[src/rtl/asi_ctx_pkg.sv]
package asi_ctx_pkg;

    typedef enum logic [2:0] {
        MODE_USER       = 3'd0,
        MODE_KERNEL     = 3'd1,
        MODE_HYPV       = 3'd2,
        MODE_NUCLEUS    = 3'd3,
        MODE_USER_SEC   = 3'd4,
        MODE_KERNEL_SEC = 3'd5,
        MODE_NONE       = 3'd7
    } xlat_mode_e;

    typedef enum logic [1:0] {
        KIND_LOAD  = 2'd0,
        KIND_STORE = 2'd1,
        KIND_FETCH = 2'd2,
        KIND_RSVD  = 2'd3
    } acc_kind_e;

    typedef enum logic [2:0] {
        GRP_NUCLEUS,
        GRP_AS_USER,
        GRP_PLAIN,
        GRP_NOFAULT,
        GRP_OTHER
    } asi_group_e;

endpackage

[src/rtl/asi_group_decode.sv]
module asi_group_decode
    import asi_ctx_pkg::*;
#(
    parameter int ASI_W = 8
) (
    input  logic [ASI_W-1:0] asi,
    output asi_group_e       grp
);
    // Bits 0 (space) and 3 (byte order) are free within each group.
    localparam int FREE_MASK = 'h09;

    logic [ASI_W-1:0] base;

    always_comb begin
        base = asi & ~ASI_W'(FREE_MASK);
        grp  = GRP_OTHER;
        if (asi == ASI_W'('h04) || asi == ASI_W'('h0C)) grp = GRP_NUCLEUS;
        else if (base == ASI_W'('h10))                  grp = GRP_AS_USER;
        else if (base == ASI_W'('h80))                  grp = GRP_PLAIN;
        else if (base == ASI_W'('h82))                  grp = GRP_NOFAULT;
    end
endmodule

[src/rtl/asi_mode_select.sv]
module asi_mode_select
    import asi_ctx_pkg::*;
(
    input  asi_group_e grp,
    input  logic       space_bit,
    input  logic       order_bit,
    input  acc_kind_e  kind,
    input  logic       priv,
    input  logic       tl_zero,
    output xlat_mode_e mode,
    output logic       le,
    output logic       nofault,
    output logic       unhandled
);
    xlat_mode_e priv_mode;

    always_comb begin
        if (priv) priv_mode = space_bit ? MODE_KERNEL_SEC : MODE_KERNEL;
        else      priv_mode = space_bit ? MODE_USER_SEC : MODE_USER;

        mode      = MODE_NONE;
        le        = 1'b0;
        nofault   = 1'b0;
        unhandled = 1'b0;
        case (kind)
            KIND_FETCH: begin
                if (tl_zero) mode = priv ? MODE_KERNEL : MODE_USER;
                else         mode = MODE_NUCLEUS;
            end
            KIND_LOAD, KIND_STORE: begin
                case (grp)
                    GRP_NUCLEUS: mode = MODE_NUCLEUS;
                    GRP_AS_USER: mode = space_bit ? MODE_USER_SEC : MODE_USER;
                    GRP_PLAIN:   mode = priv_mode;
                    GRP_NOFAULT: begin
                        if (kind == KIND_LOAD) begin
                            mode    = priv_mode;
                            nofault = 1'b1;
                        end else begin
                            unhandled = 1'b1;
                        end
                    end
                    default:     unhandled = 1'b1;
                endcase
                le = order_bit && !unhandled;
            end
            default: unhandled = 1'b1;
        endcase
    end
endmodule

[src/rtl/asi_ctx_select.sv]
module asi_ctx_select
    import asi_ctx_pkg::*;
#(
    parameter int REG_W = 16,
    parameter int CTX_W = 13
) (
    input  xlat_mode_e       mode,
    input  logic [REG_W-1:0] pri_reg,
    input  logic [REG_W-1:0] sec_reg,
    output logic [CTX_W-1:0] ctx
);
    always_comb begin
        case (mode)
            MODE_USER, MODE_KERNEL:         ctx = pri_reg[CTX_W-1:0];
            MODE_USER_SEC, MODE_KERNEL_SEC: ctx = sec_reg[CTX_W-1:0];
            default:                        ctx = '0;
        endcase
    end
endmodule

[src/rtl/asi_ctx_decoder.sv]
module asi_ctx_decoder
    import asi_ctx_pkg::*;
#(
    parameter int ASI_W = 8,
    parameter int TL_W  = 3,
    parameter int REG_W = 16,
    parameter int CTX_W = 13
) (
    input  logic             clk,
    input  logic             rst_n,
    input  logic             in_valid,
    input  logic [ASI_W-1:0] asi,
    input  logic [1:0]       kind,
    input  logic             priv,
    input  logic [TL_W-1:0]  trap_lvl,
    input  logic             dmmu_en,
    input  logic [REG_W-1:0] pri_ctx,
    input  logic [REG_W-1:0] sec_ctx,
    input  logic             lookup_fail,
    output logic             out_valid,
    output logic [2:0]       mode,
    output logic [CTX_W-1:0] ctx,
    output logic             user,
    output logic             little_end,
    output logic             secondary,
    output logic             nofault,
    output logic             nf_zero,
    output logic             bypass,
    output logic             unhandled
);
    localparam int SPACE_BIT = 0;
    localparam int ORDER_BIT = 3;

    typedef struct packed {
        logic             vld;
        xlat_mode_e       mode;
        logic [CTX_W-1:0] ctx;
        logic             user;
        logic             le;
        logic             sec;
        logic             nf;
        logic             nfz;
        logic             byp;
        logic             unh;
    } dec_t;

    asi_group_e grp;
    xlat_mode_e sel_mode;
    acc_kind_e  kind_e;
    logic       sel_le, sel_nf, sel_unh;
    logic [CTX_W-1:0] sel_ctx;
    dec_t       dec_d, dec_q;

    assign kind_e = acc_kind_e'(kind);

    asi_group_decode #(.ASI_W(ASI_W)) u_grp (
        .asi (asi),
        .grp (grp)
    );

    asi_mode_select u_mode (
        .grp       (grp),
        .space_bit (asi[SPACE_BIT]),
        .order_bit (asi[ORDER_BIT]),
        .kind      (kind_e),
        .priv      (priv),
        .tl_zero   (trap_lvl == '0),
        .mode      (sel_mode),
        .le        (sel_le),
        .nofault   (sel_nf),
        .unhandled (sel_unh)
    );

    asi_ctx_select #(.REG_W(REG_W), .CTX_W(CTX_W)) u_ctx (
        .mode    (sel_mode),
        .pri_reg (pri_ctx),
        .sec_reg (sec_ctx),
        .ctx     (sel_ctx)
    );

    always_comb begin
        dec_d     = dec_q;
        dec_d.vld = in_valid;
        if (in_valid) begin
            dec_d.mode = sel_mode;
            dec_d.ctx  = sel_ctx;
            dec_d.user = (sel_mode == MODE_USER) || (sel_mode == MODE_USER_SEC);
            dec_d.sec  = (sel_mode == MODE_USER_SEC) || (sel_mode == MODE_KERNEL_SEC);
            dec_d.le   = sel_le;
            dec_d.nf   = sel_nf;
            dec_d.unh  = sel_unh;
            dec_d.byp  = !sel_unh && !dmmu_en &&
                         (kind_e == KIND_LOAD || kind_e == KIND_STORE);
            dec_d.nfz  = sel_nf && lookup_fail && !dec_d.byp;
        end
    end

    always_ff @(posedge clk or negedge rst_n) begin
        if (!rst_n) dec_q <= '0;
        else        dec_q <= dec_d;
    end

    assign out_valid  = dec_q.vld;
    assign mode       = dec_q.mode;
    assign ctx        = dec_q.ctx;
    assign user       = dec_q.user;
    assign little_end = dec_q.le;
    assign secondary  = dec_q.sec;
    assign nofault    = dec_q.nf;
    assign nf_zero    = dec_q.nfz;
    assign bypass     = dec_q.byp;
    assign unhandled  = dec_q.unh;
endmodule

[config.mk]
export PLATFORM = sky130hd
export DESIGN_NAME = asi_ctx_decoder
export DESIGN_NICKNAME = d
export VERILOG_FILES = /design/src/rtl/asi_ctx_pkg.sv /design/src/rtl/asi_group_decode.sv /design/src/rtl/asi_mode_select.sv /design/src/rtl/asi_ctx_select.sv /design/src/rtl/asi_ctx_decoder.sv
export SDC_FILE = /design/constraint.sdc
export NUM_CORES = 1
export LEC_CHECK = 0
export ABC_AREA = 1
export ABC_CLOCK_PERIOD_IN_PS = 1300
export CAP_MARGIN = 5
export CORE_ASPECT_RATIO = 0.6
export CORE_MARGIN = 2
export CORE_UTILIZATION = 42
export DETAILED_ROUTE_END_ITERATION = 16
export GPL_TIMING_DRIVEN = 0
export PLACE_DENSITY = 0.88
export SYNTH_ARGS = -nofsm -noshare
export SYNTH_HDL_FRONTEND = slang
export SYNTH_SLANG_ARGS = --single-unit
[constraint.sdc]
create_clock -name clk -period 1.3 [get_ports clk]
set_clock_uncertainty 0.1 [all_clocks]
set_input_delay 0.13 -clock clk [delete_from_list [all_inputs] [get_ports clk]]
set_output_delay 0.13 -clock clk [all_outputs]
set_load 0.005 [all_outputs]
==> results of run 1 <==
[placed cells by master, fill, tap and decap left out, drive strengths merged]
cell           Yosys  routed
nand2             77      77
or2                2       2
clkdlybuf4s50      0      32
dlygate4sd2        0      26
a21o               1       1
dlymetal6s2s       0       1
bufinv             0       1
nand4              2       2
nor2              14      14
inv               12      11
nor3               1       1
clkinvlp           0       1
a21oi              1       1
clkbuf             2       6
o21ai              5       5
dfrtp             24      24
buf                6      41
nor4               1       1
nand3             33      33
[how the worst max path moves through the flow]
stage / end / slack (ns)
3_3_place_gp: ctx[11]$_DFFE_PN0P_ / -0.63
2_1_floorplan: ctx[0]$_DFFE_PN0P_ / 0.02
4_1_cts: nf_zero$_DFFE_PN0P_ / 0.005
6_report: ctx[5]$_DFFE_PN0P_ / -0.11
3_5_place_dp: ctx[11]$_DFFE_PN0P_ / -0.67
5_1_grt: ctx[5]$_DFFE_PN0P_ / -0.14
[power by group through the flow]
stage,Clock (mW),Combinational (mW),Sequential [mW]
2_1_floorplan,0,0.124,0.798
3_3_place_gp,0,0.355,0.796
3_5_place_dp,0,0.359,0.797
4_1_cts,0.655,0.431,0.780
5_1_grt,0.700,0.528,0.784
6_report,0.670,0.501,0.782
[synth_stat cells]
cell type	n
inv_2	2
buf_12	2
nand2_1	73
nor2_1	11
buf_4	2
a21o_1	1
buf_2	1
nor3_1	1
nor2_2	3
or2_1	1
nand2_4	2
inv_1	10
o21ai_0	4
nor4_1	1
nand3_4	1
nand3_2	10
nand4_1	1
nand2_2	2
a21oi_1	1
clkbuf_1	2
nand4_4	1
buf_6	1
o21ai_1	1
nand3_1	22
dfrtp_1	24
or2_2	1
[cell families after synthesis]
kind of cell	count (synthesis)	synth area share (%)
DFF	24	42.6
buffers and inverters	20	8.78
AOI/OAI and AO/OA	7	2.66
and+or+nand+nor	130	46.0
[worst max-delay path, delay by kind of cell]
kind | cells | cell delay [ns]
simple gates | 9 | 0.85
buf+inv | 4 | 0.48
[stage by stage]
stage / total power, mW / setup WS (ns) / cell area, µm² / instances
finish: 1.95 / -0.109 / 2700 / 325
floorplan: 0.922 / 0.0222 / 1410 / 181
CTS: 1.87 / 0.00494 / 2540 / 322
global route: 2.01 / -0.145 / 2700 / 325
global placement: 1.15 / -0.630 / 2150 / 294
detailed placement: 1.16 / -0.667 / 2150 / 294
[registers in the layout, summed over array words and instances (netlist names)]
name,flops
out_valid,1
nf_zero,1
nofault,1
secondary,1
user,1
bypass,1
mode,3
unhandled,1
ctx,13
little_end,1
[metal layers]
| layer | GRT usage [%] | wire [µm] |
|---|---|---|
| met1 | 36.0 | 2430 |
| met4 | 9.06 | 223 |
| met3 | 6.85 | 519 |
| met5 | 0 | 0 |
| met2 | 47.0 | 2910 |
[layout make-up]
cell class	count	area (µm²)
Inverter	12	61.3
Tap cell	45	56.3
Timing Repair Buffer	95	941
Fill cell	170	528
Sequential cell	24	601
Clock inverter	1	30.0
Buffer	8	100
Clock buffer	3	41.3
Multi-Input combinational cell	137	865
[timing repair]
item,CTS,global route
buffers inserted,24,2
hold buffers,0,0
pin swaps,24,27
setup endpoints to repair,47,44
cloned,2,1
resized for setup,109,32
==> metrics.md, run 1 <==
| Metric | Value |
|---|---|
| Status | `finished with violations` |
| Failing checks | `hold timing, setup timing` |
| Total grt overflow | `0` |
| CTS Root Cell | `clkbuf_8` |
| Slowest stage delay, CP | `0.17 ns` |
| Final Net Count | `332` |
| Critical path's slowest cell | `buf_6` |
| RSZ-0062 raised after global routing | `true` |
| Seq/Total Area, Yosys | `42.6%` |
| P_int | `1.45 mW` |
| Inserted Diodes | `0` |
| Synth unique cells | `26` |
| Clock power share | `34.3%` |
| CTS max path bufs | `2` |
| RD Place Congestion | `0.859` |
| HPWL Detailed | `2.98 mm` |
| Tmin final | `1.41 ns` |
| Fin crit share | `108%` |
| Post-layout util | `83.6%` |
| Die footprint | `0.00385 mm²` |
| Number of port buffers | `68` |
| Antenna violations before repair | `0` |
| GRT Util Overall | `28.1%` |
| Relative max-transition margin | `29.3%` |
| Post-Synthesis Cell Area | `0.00141 mm²` |
| Die W | `78.8 µm` |
| Core ar. | `0.00322 mm²` |
| DRT iter0 DRCs | `136` |
| Maximum VDD drop | `813 µV` |
| Setup TNS | `-0.299 ns` |
| Synthesis Warnings | `0` |
| Largest net degree at the start of global routing | `25` |
| Seq pwr share | `40.0%` |
| Row cnt | `16` |
| Post-Syn Instances | `181` |
| Avg Inst Size Synth | `7.79 µm²` |
| Worst Max-Slew Pin Slew | `1.06 ns` |
| Gate power share | `25.7%` |
| Drt total wl | `6.08 mm` |
| Routed WL per cell | `18.7 µm` |
| Synth area leader | `dfrtp_1` |
| Yosys reg bits | `24` |
| Clk sinks | `24` |
| Min setup slack post-route | `-0.109 ns` |
| Insertion delay to the later sink of the worst-skew pair | `0.28 ns` |
| CTS tree | `yes` |
| Final Hold Vio Count | `24` |
| Top Ports | `75` |
| FF-to-FF setup slack | `0.39 ns` |
| Vias/cell | `5.36` |
| Psw | `0.507 mW` |
| Die Height | `48.9 µm` |
| Layout area overhead | `91.1%` |
| Post-route DRC | `0` |
| Area share of the largest cell type after synthesis | `42.6%` |
| Post-route ant nets | `0` |
| DR pass1 iterations | `5` |
| Ranking of synthesized cells by area | `dfrtp_1, nand2_1, nand3_1` |
| Clock transition at path regs | `0.09 ns` |
| P per Cell Area | `725 mW/mm²` |
| Arrival time at the worst endpoint | `1.48 ns` |
| Class of the worst hold path | `in -> async` |
| Reg2reg end | `mode[1]$_DFFE_PN0P_` |
| Routed vias | `1,741` |
| WHS | `-0.0720 ns` |
| Htree depth | `1` |
| First-pass GRT wire length | `8.08 mm` |
| Max Fclk | `0.710 GHz` |
| Switching part of the total power | `25.9%` |
| Crit path required time | `1.37 ns` |
| MaxCap Viol Count | `0` |
| CP max FO | `10` |
| Crit path capture type | `flop` |
| Initial core utilization | `43.7%` |
| Startpoint types | `input port` |
| Setup CP Type | `in -> reg` |
| Vias in the first global route | `1,661` |
| Share of cells above drive strength 1 | `36.8%` |
| Pleak | `1.37 nW` |
| Beginning of the critical path | `asi[4]` |
| Origin of the critical flop-to-flop path | `mode[1]$_DFFE_PN0P_` |
| CTS Buf Count | `3` |
| CP cell instances | `buf_6 > inv_4 > nand2_4 > nor2_2 > nand3_4 > buf_12 > nand4_1 > nand2_2 > buf_6 > nand3_1 > nand2_2 > nand2_1 > nand2_1` |
| Max-slew violations | `0` |
| Setup violators final | `7` |
| Worst reg2reg path depth | `3` |
| Post-Syn Nets | `232` |
No activity file was read; power rests on OpenSTA's default activity.
==> inputs of run 2 (changes only) <==
==> constraint.sdc (replaced) <==
create_clock -name clk -period 1.3 [get_ports clk]
set_clock_uncertainty 0.1 [all_clocks]
set_input_delay 0.13 -clock clk [delete_from_list [all_inputs] [get_ports clk]]
set_output_delay 0.13 -clock clk [all_outputs]
set_load 0.01 [all_outputs]
==> run 2 against run 1 <==
  * The flow still finishes with violations (hold timing, setup timing)
  * Highest routed layer unchanged
  * Register-to-register slack improved by 0.11 ns
  * Die area unchanged
  * Setup slack improved by 0.053 ns
  * Clock power decreased by 2%
  * Largest cell class unchanged
  * Critical endpoint unchanged
  * Fmax increased by 3.9%
  * Utilization decreased by 0.58 points
==> metrics.md, run 2 (same netlist as run 1, synthesis figures left out) <==
| Metric | Value |
|---|---|
| Total grt overflow | `0 (unchanged)` |
| Drt total wl | `6.01 mm (-1.3%)` |
| Worst path top cell family by delay | `simple AND/OR/NAND/NOR gates` |
| Failing checks | `hold timing, setup timing` |
| Row cnt | `16 (unchanged)` |
| CTS Root Cell | `clkbuf_8` |
| Met2 WL | `2.89 mm (-0.83%)` |
| Most frequent cells in the layout | `nand2_1, clkdlybuf4s50_1, dlygate4sd2_1` |
| Relative max-transition margin | `26.8% (-2.5 points)` |
| Die Height | `48.9 µm (unchanged)` |
| CTS tree | `yes` |
| Maximum VDD drop | `737 µV (-9.3%)` |
| P per Cell Area | `730 mW/mm² (+0.71%)` |
| Crit path required time | `1.36 ns (about the same)` |
| Setup TNS | `-0.350 ns (-0.0507 ns)` |
| Tmin final | `1.36 ns (-0.0532 ns)` |
| Layout area overhead | `89.8%` |
| RSZ-0062 raised after global routing | `true` |
| Routed WL per cell | `18.9 µm (+1.2%)` |
| Status | `finished with violations` |
| Worst Path Buf+Inv | `3 (-1)` |
| Max-slew violations | `0 (unchanged)` |
| Share of cells above drive strength 1 | `36.0% (-0.76 points)` |
| Post-route ant nets | `0 (unchanged)` |
| DRT iter0 DRCs | `95 (-30%)` |
| Top layer in use | `met4` |
| Final Net Count | `324 (-2.4%)` |
| Largest register FFs | `13 (unchanged)` |
| WHS | `-0.0492 ns (+0.0227 ns)` |
| Routed vias | `1,684 (-3.3%)` |
| Largest net degree at the start of global routing | `25 (unchanged)` |
| Max Fclk | `0.737 GHz (+3.9%)` |
| Fillers | `171 (+0.59%)` |
| Inserted Diodes | `0 (unchanged)` |
| Antenna violations before repair | `0 (unchanged)` |
| Class of the worst hold path | `in -> async` |
| Min setup slack post-route | `-0.0562 ns (+0.0532 ns)` |
| Worst Max-Slew Pin Slew | `1.10 ns (+0.0368 ns)` |
| Pleak | `1.34 nW (-2.4%)` |
| CTS max path bufs | `2 (unchanged)` |
| Initial core utilization | `43.7% (unchanged)` |
| Insertion delay to the later sink of the worst-skew pair | `0.27 ns (about the same)` |
| Crit path capture type | `flop` |
| Core ar. | `0.00322 mm² (unchanged)` |
| WL met3 | `534 µm (+2.9%)` |
| Beginning of the critical path | `asi[6]` |
| Startpoint types | `input port` |
| Htree depth | `1 (unchanged)` |
| Number of port buffers | `68 (unchanged)` |
| GRT Util Overall | `27.4% (-0.68 points)` |
| Slowest stage delay, CP | `0.14 ns (-0.03 ns)` |
| Clk sinks | `24 (unchanged)` |
| Post-route DRC | `0 (unchanged)` |
| Vias in the first global route | `1,661 (unchanged)` |
| Arrival time at the worst endpoint | `1.42 ns (-0.06 ns)` |
| Setup violators final | `12 (+5)` |
| CTS Buf Count | `3 (unchanged)` |
| Critical path's slowest cell | `nand3_2` |
| Crit path top cell by count | `nand2_1` |
| Most common library cell in the layout ignoring fill and taps | `nand2_1` |
| Vias/cell | `5.31 (-0.83%)` |
| First-pass GRT wire length | `7.98 mm (-1.2%)` |
| Top Ports | `75 (unchanged)` |
| MaxCap Viol Count | `0 (unchanged)` |
| Setup CP Type | `in -> reg` |
| HPWL Detailed | `2.98 mm (unchanged)` |
| Die W | `78.8 µm (unchanged)` |
| CP cell instances | `buf_6 > nor2_2 > nand3_2 > nand3_4 > buf_6 > nand3_4 > nand2_4 > nand2_8 > buf_16 > nand3_2 > nand2_1 > nand2_1 > nand2_1` |
| Origin of the critical flop-to-flop path | `mode[1]$_DFFE_PN0P_` |
| Final Hold Vio Count | `24 (unchanged)` |
| Die footprint | `0.00385 mm² (unchanged)` |
| CP max FO | `6 (-4)` |
| Fin crit share | `104% (-4.1 points)` |
| DR pass1 iterations | `4 (-1)` |
| Clock transition at path regs | `0.08 ns (about the same)` |
| Power, Total | `1.95 mW (about the same)` |
| Met1 WL | `2.44 mm (+0.29%)` |
| RD Place Congestion | `0.859 (unchanged)` |
[run 2: cell type report]
type | count | area [µm²] | share of cell area, %
buffer | 8 | 100 | 3.74
clock buffer | 3 | 41.3 | 1.54
clock inverter | 1 | 30.0 | 1.12
inverter | 12 | 63.8 | 2.38
multi-input combinational | 137 | 895 | 33.4
sequential | 24 | 601 | 22.4
tap | 45 | 56.3 | 2.10
timing repair buffer | 87 | 890 | 33.2
[run 2: power breakdown]
| group | leakage (nW) | internal (mW) | switching [mW] |
|---|---|---|---|
| sequential | 0.316 | 0.769 | 0.0132 |
| clock | 0.0357 | 0.412 | 0.247 |
| combinational | 0.987 | 0.261 | 0.250 |
| total | 1.34 | 1.44 | 0.511 |
[run 2: routing by layer]
layer | GRT usage, % | vias up
met5 | 0 | -
met4 | 8.19 | 0
met3 | 6.67 | 16
met2 | 46.0 | 112
met1 | 35.3 | 795
li1 | - | 761
[run 2: path summary, 6_finish.rpt]
path                                            end  slack (ns)  cells after the start
worst max-delay path             ctx[5]$_DFFE_PN0P_       -0.06                     13
min in group clk                nf_zero$_DFFE_PN0P_        0.19                      5
worst min-delay path             ctx[1]$_DFFE_PN0P_       -0.05                      1
max in group asynchronous        ctx[7]$_DFFE_PN0P_        0.49                      1
worst min register to register  nf_zero$_DFFE_PN0P_        0.38                      2
worst max register to register  mode[1]$_DFFE_PN0P_        0.50                      2
[run 2: repair_timing]
item                                    4_1_cts  5_1_grt
gates resized for setup                     110       41
setup buffers                                15        2
pin swaps                                    26       32
endpoints found under the setup margin       47       45
hold buffers                                  0        0
gates cloned                                  2        2
[run 2: through the flow]
| step | cells | instance area, µm² | utilization (%) | setup WS, ns | hold WS, ns |
|---|---|---|---|---|---|
| 6_report | 317 | 2680 | 83.0 | -0.0562 | -0.0492 |
| 5_1_grt | 317 | 2680 | 83.0 | -0.137 | 0.0247 |
| 4_1_cts | 313 | 2470 | 76.8 | 0.00494 | 0.194 |
| 3_5_place_dp | 294 | 2150 | 66.6 | -0.667 | 0.369 |
| 3_3_place_gp | 294 | 2150 | 66.6 | -0.630 | 0.362 |
| 2_1_floorplan | 181 | 1410 | - | 0.0222 | -0.266 |
==> inputs of run 3 (changes only) <==
--- a/config.mk
+++ b/config.mk
@@ -7,13 +7,14 @@
 export LEC_CHECK = 0
 export ABC_AREA = 1
 export ABC_CLOCK_PERIOD_IN_PS = 1300
-export CAP_MARGIN = 5
+export CAP_MARGIN = 20
 export CORE_ASPECT_RATIO = 0.6
 export CORE_MARGIN = 2
 export CORE_UTILIZATION = 42
 export DETAILED_ROUTE_END_ITERATION = 16
 export GPL_TIMING_DRIVEN = 0
 export PLACE_DENSITY = 0.88
+export SLEW_MARGIN = 10
 export SYNTH_ARGS = -nofsm -noshare
 export SYNTH_HDL_FRONTEND = slang
 export SYNTH_SLANG_ARGS = --single-unit
==> run 3 against run 2 <==
  * Utilization is 1.5 points higher
  * First-iteration DRC count is 57% higher
  * Combinational power is 4.3% higher
  * Sequential share of layout area is 0.40 points lower
  * Largest cell class unchanged
  * The run ends with setup timing left
==> metrics.md, run 3 (same netlist as run 1, synthesis figures left out) <==
| Metric | Value |
|---|---|
| Number of port buffers | `68 (unchanged)` |
| CP max FO | `5 (-1)` |
| Htree depth | `1 (unchanged)` |
| Reg2reg end | `unhandled$_DFFE_PN0P_` |
| Crit path capture type | `flop` |
| CP cell instances | `buf_2 > or2_4 > nand3_4 > buf_12 > nand4_1 > nand2_2 > buf_6 > nand3_1 > nand2_1 > nand2_1 > nand2_1` |
| CTS Root Cell | `clkbuf_8` |
| Tmin final | `1.45 ns (+0.0895 ns)` |
| Routed WL per cell | `19.9 µm (+5.0%)` |
| Power, Total | `2.00 mW (+2.2%)` |
| HPWL Detailed | `2.98 mm (unchanged)` |
| Post-route ant nets | `0 (unchanged)` |
| Origin of the critical flop-to-flop path | `unhandled$_DFFE_PN0P_` |
| Startpoint types | `input port` |
| RD Place Congestion | `0.859 (unchanged)` |
| Core ar. | `0.00322 mm² (unchanged)` |
| Max-slew violations | `0 (unchanged)` |
| Setup TNS | `-0.665 ns (-0.316 ns)` |
| Relative max-transition margin | `75.5% (+49 points)` |
| Initial core utilization | `43.7% (unchanged)` |
| DRT iter0 DRCs | `149 (+57%)` |
| Row cnt | `16 (unchanged)` |
| Share of cells above drive strength 1 | `35.9% (-0.13 points)` |
| Final Hold Vio Count | `0 (-100%)` |
| Crit path required time | `1.42 ns (+0.06 ns)` |
| Worst reg2reg path depth | `2 (unchanged)` |
| Class of the worst hold path | `in -> async` |
| Worst Max-Slew Pin Slew | `0.364 ns (-0.731 ns)` |
| Fin crit share | `111% (+6.9 points)` |
| CTS Buf Count | `3 (unchanged)` |
| Min setup slack post-route | `-0.146 ns (-0.0895 ns)` |
| Vias/cell | `5.55 (+4.4%)` |
| CTS tree | `yes` |
| Insertion delay to the later sink of the worst-skew pair | `0.27 ns (about the same)` |
| Maximum VDD drop | `774 µV (+5.0%)` |
| First-pass GRT wire length | `7.98 mm (unchanged)` |
| Clock transition at path regs | `0.09 ns (about the same)` |
| Layout area overhead | `93.3%` |
| Largest register FFs | `13 (unchanged)` |
| Setup CP Type | `in -> reg` |
| Clk sinks | `24 (unchanged)` |
| Vias in the first global route | `1,661 (unchanged)` |
| GRT Util Overall | `27.4% (unchanged)` |
| Drt total wl | `6.33 mm (+5.3%)` |
| Setup violators final | `13 (+1)` |
| Beginning of the critical path | `kind[1]` |
| Status | `finished with violations` |
| CTS max path bufs | `2 (unchanged)` |
| WHS | `0.0282 ns (+0.0774 ns)` |
| Arrival time at the worst endpoint | `1.56 ns (+0.14 ns)` |
| Most frequent cells in the layout | `nand2_1, clkdlybuf4s50_1, dlygate4sd2_1` |
| Pleak | `1.35 nW (+0.53%)` |
| Critical path's slowest cell | `or2_4` |
| DR pass1 iterations | `4 (unchanged)` |
| Fillers | `158 (-7.6%)` |
| Die W | `78.8 µm (unchanged)` |
| Max Fclk | `0.692 GHz (-6.2%)` |
| Slowest stage delay, CP | `0.26 ns (+0.12 ns)` |
| Inserted Diodes | `0 (unchanged)` |
| Most common library cell in the layout ignoring fill and taps | `nand2_1` |
| Die footprint | `0.00385 mm² (unchanged)` |
| Antenna violations before repair | `0 (unchanged)` |
| RSZ-0062 raised after global routing | `true` |
| Final Net Count | `325 (+0.31%)` |
| P per Cell Area | `733 mW/mm² (+0.41%)` |
| Failing checks | `setup timing` |
| FF-to-FF setup slack | `0.46 ns (-0.04 ns)` |
| Crit path top cell by count | `nand2_1` |
| Total grt overflow | `0 (unchanged)` |
| Post-route DRC | `0 (unchanged)` |
| Post-layout util | `84.5% (+1.5 points)` |
| MaxCap Viol Count | `0 (unchanged)` |
| Largest net degree at the start of global routing | `25 (unchanged)` |
| Die Height | `48.9 µm (unchanged)` |
| Top Ports | `75 (unchanged)` |
| Routed vias | `1,764 (+4.8%)` |
[run 3: changes by cell type in the layout (fill, tap and decap cells not counted), sizes merged]
cell / delta
dlymetal6s2s: -1
clkdlybuf4s50: +1
buf: +1
[run 3: worst max-delay path by stage]
stage          depth (start not counted)                   to  slack, ns
6_report                              11  ctx[10]$_DFFE_PN0P_      -0.15
5_1_grt                               11  ctx[10]$_DFFE_PN0P_      -0.17
4_1_cts                               12  nf_zero$_DFFE_PN0P_      0.005
3_5_place_dp                          13  ctx[11]$_DFFE_PN0P_      -0.67
3_3_place_gp                          13  ctx[11]$_DFFE_PN0P_      -0.63
2_1_floorplan                         13   ctx[0]$_DFFE_PN0P_       0.02
[run 3: cell type report]
class,count,area (µm²),area share (%)
Buffer,8,100,3.67
Clock buffer,3,41.3,1.52
Clock inverter,1,30.0,1.10
Inverter,12,68.8,2.53
Multi-Input combinational cell,137,925,33.9
Sequential cell,24,601,22.0
Tap cell,45,56.3,2.07
Timing Repair Buffer,88,903,33.1
[run 3: per-stage QoR]
step | instances | setup slack, ns | instance area [µm²]
floorplan | 181 | 0.0222 | 1410
global placement | 294 | -0.630 | 2150
detailed placement | 294 | -0.667 | 2150
CTS | 313 | 0.00494 | 2470
global route | 318 | -0.167 | 2730
finish | 318 | -0.146 | 2730
[run 3: power breakdown]
part           internal (mW)  total, mW  switching (mW)
combinational          0.270      0.533           0.263
sequential             0.770      0.784          0.0144
clock                  0.413      0.680           0.267
[run 3: what timing repair did]
item                                    4_1_cts  5_1_grt
resized for setup                           110       49
endpoints found under the setup margin       47       21
hold buffers                                  0        0
setup buffers                                15        2
gates cloned                                  2        2
pin swaps                                    26       29
[run 3: worst max-delay path: cells and delay by family]
kind / cells / cell delay [ns]
AND/OR/NAND/NOR: 8 / 1.04
buffers and inverters: 3 / 0.39
[run 3: metal layers]
metal | GRT usage (%) | part of all wire (%) | vias to the layer above
li1 | - | - | 769
met1 | 35.3 | 40 | 839
met2 | 46.0 | 48 | 128
met3 | 6.67 | 8.3 | 28
met4 | 8.19 | 3.7 | 0
met5 | 0 | 0 | -
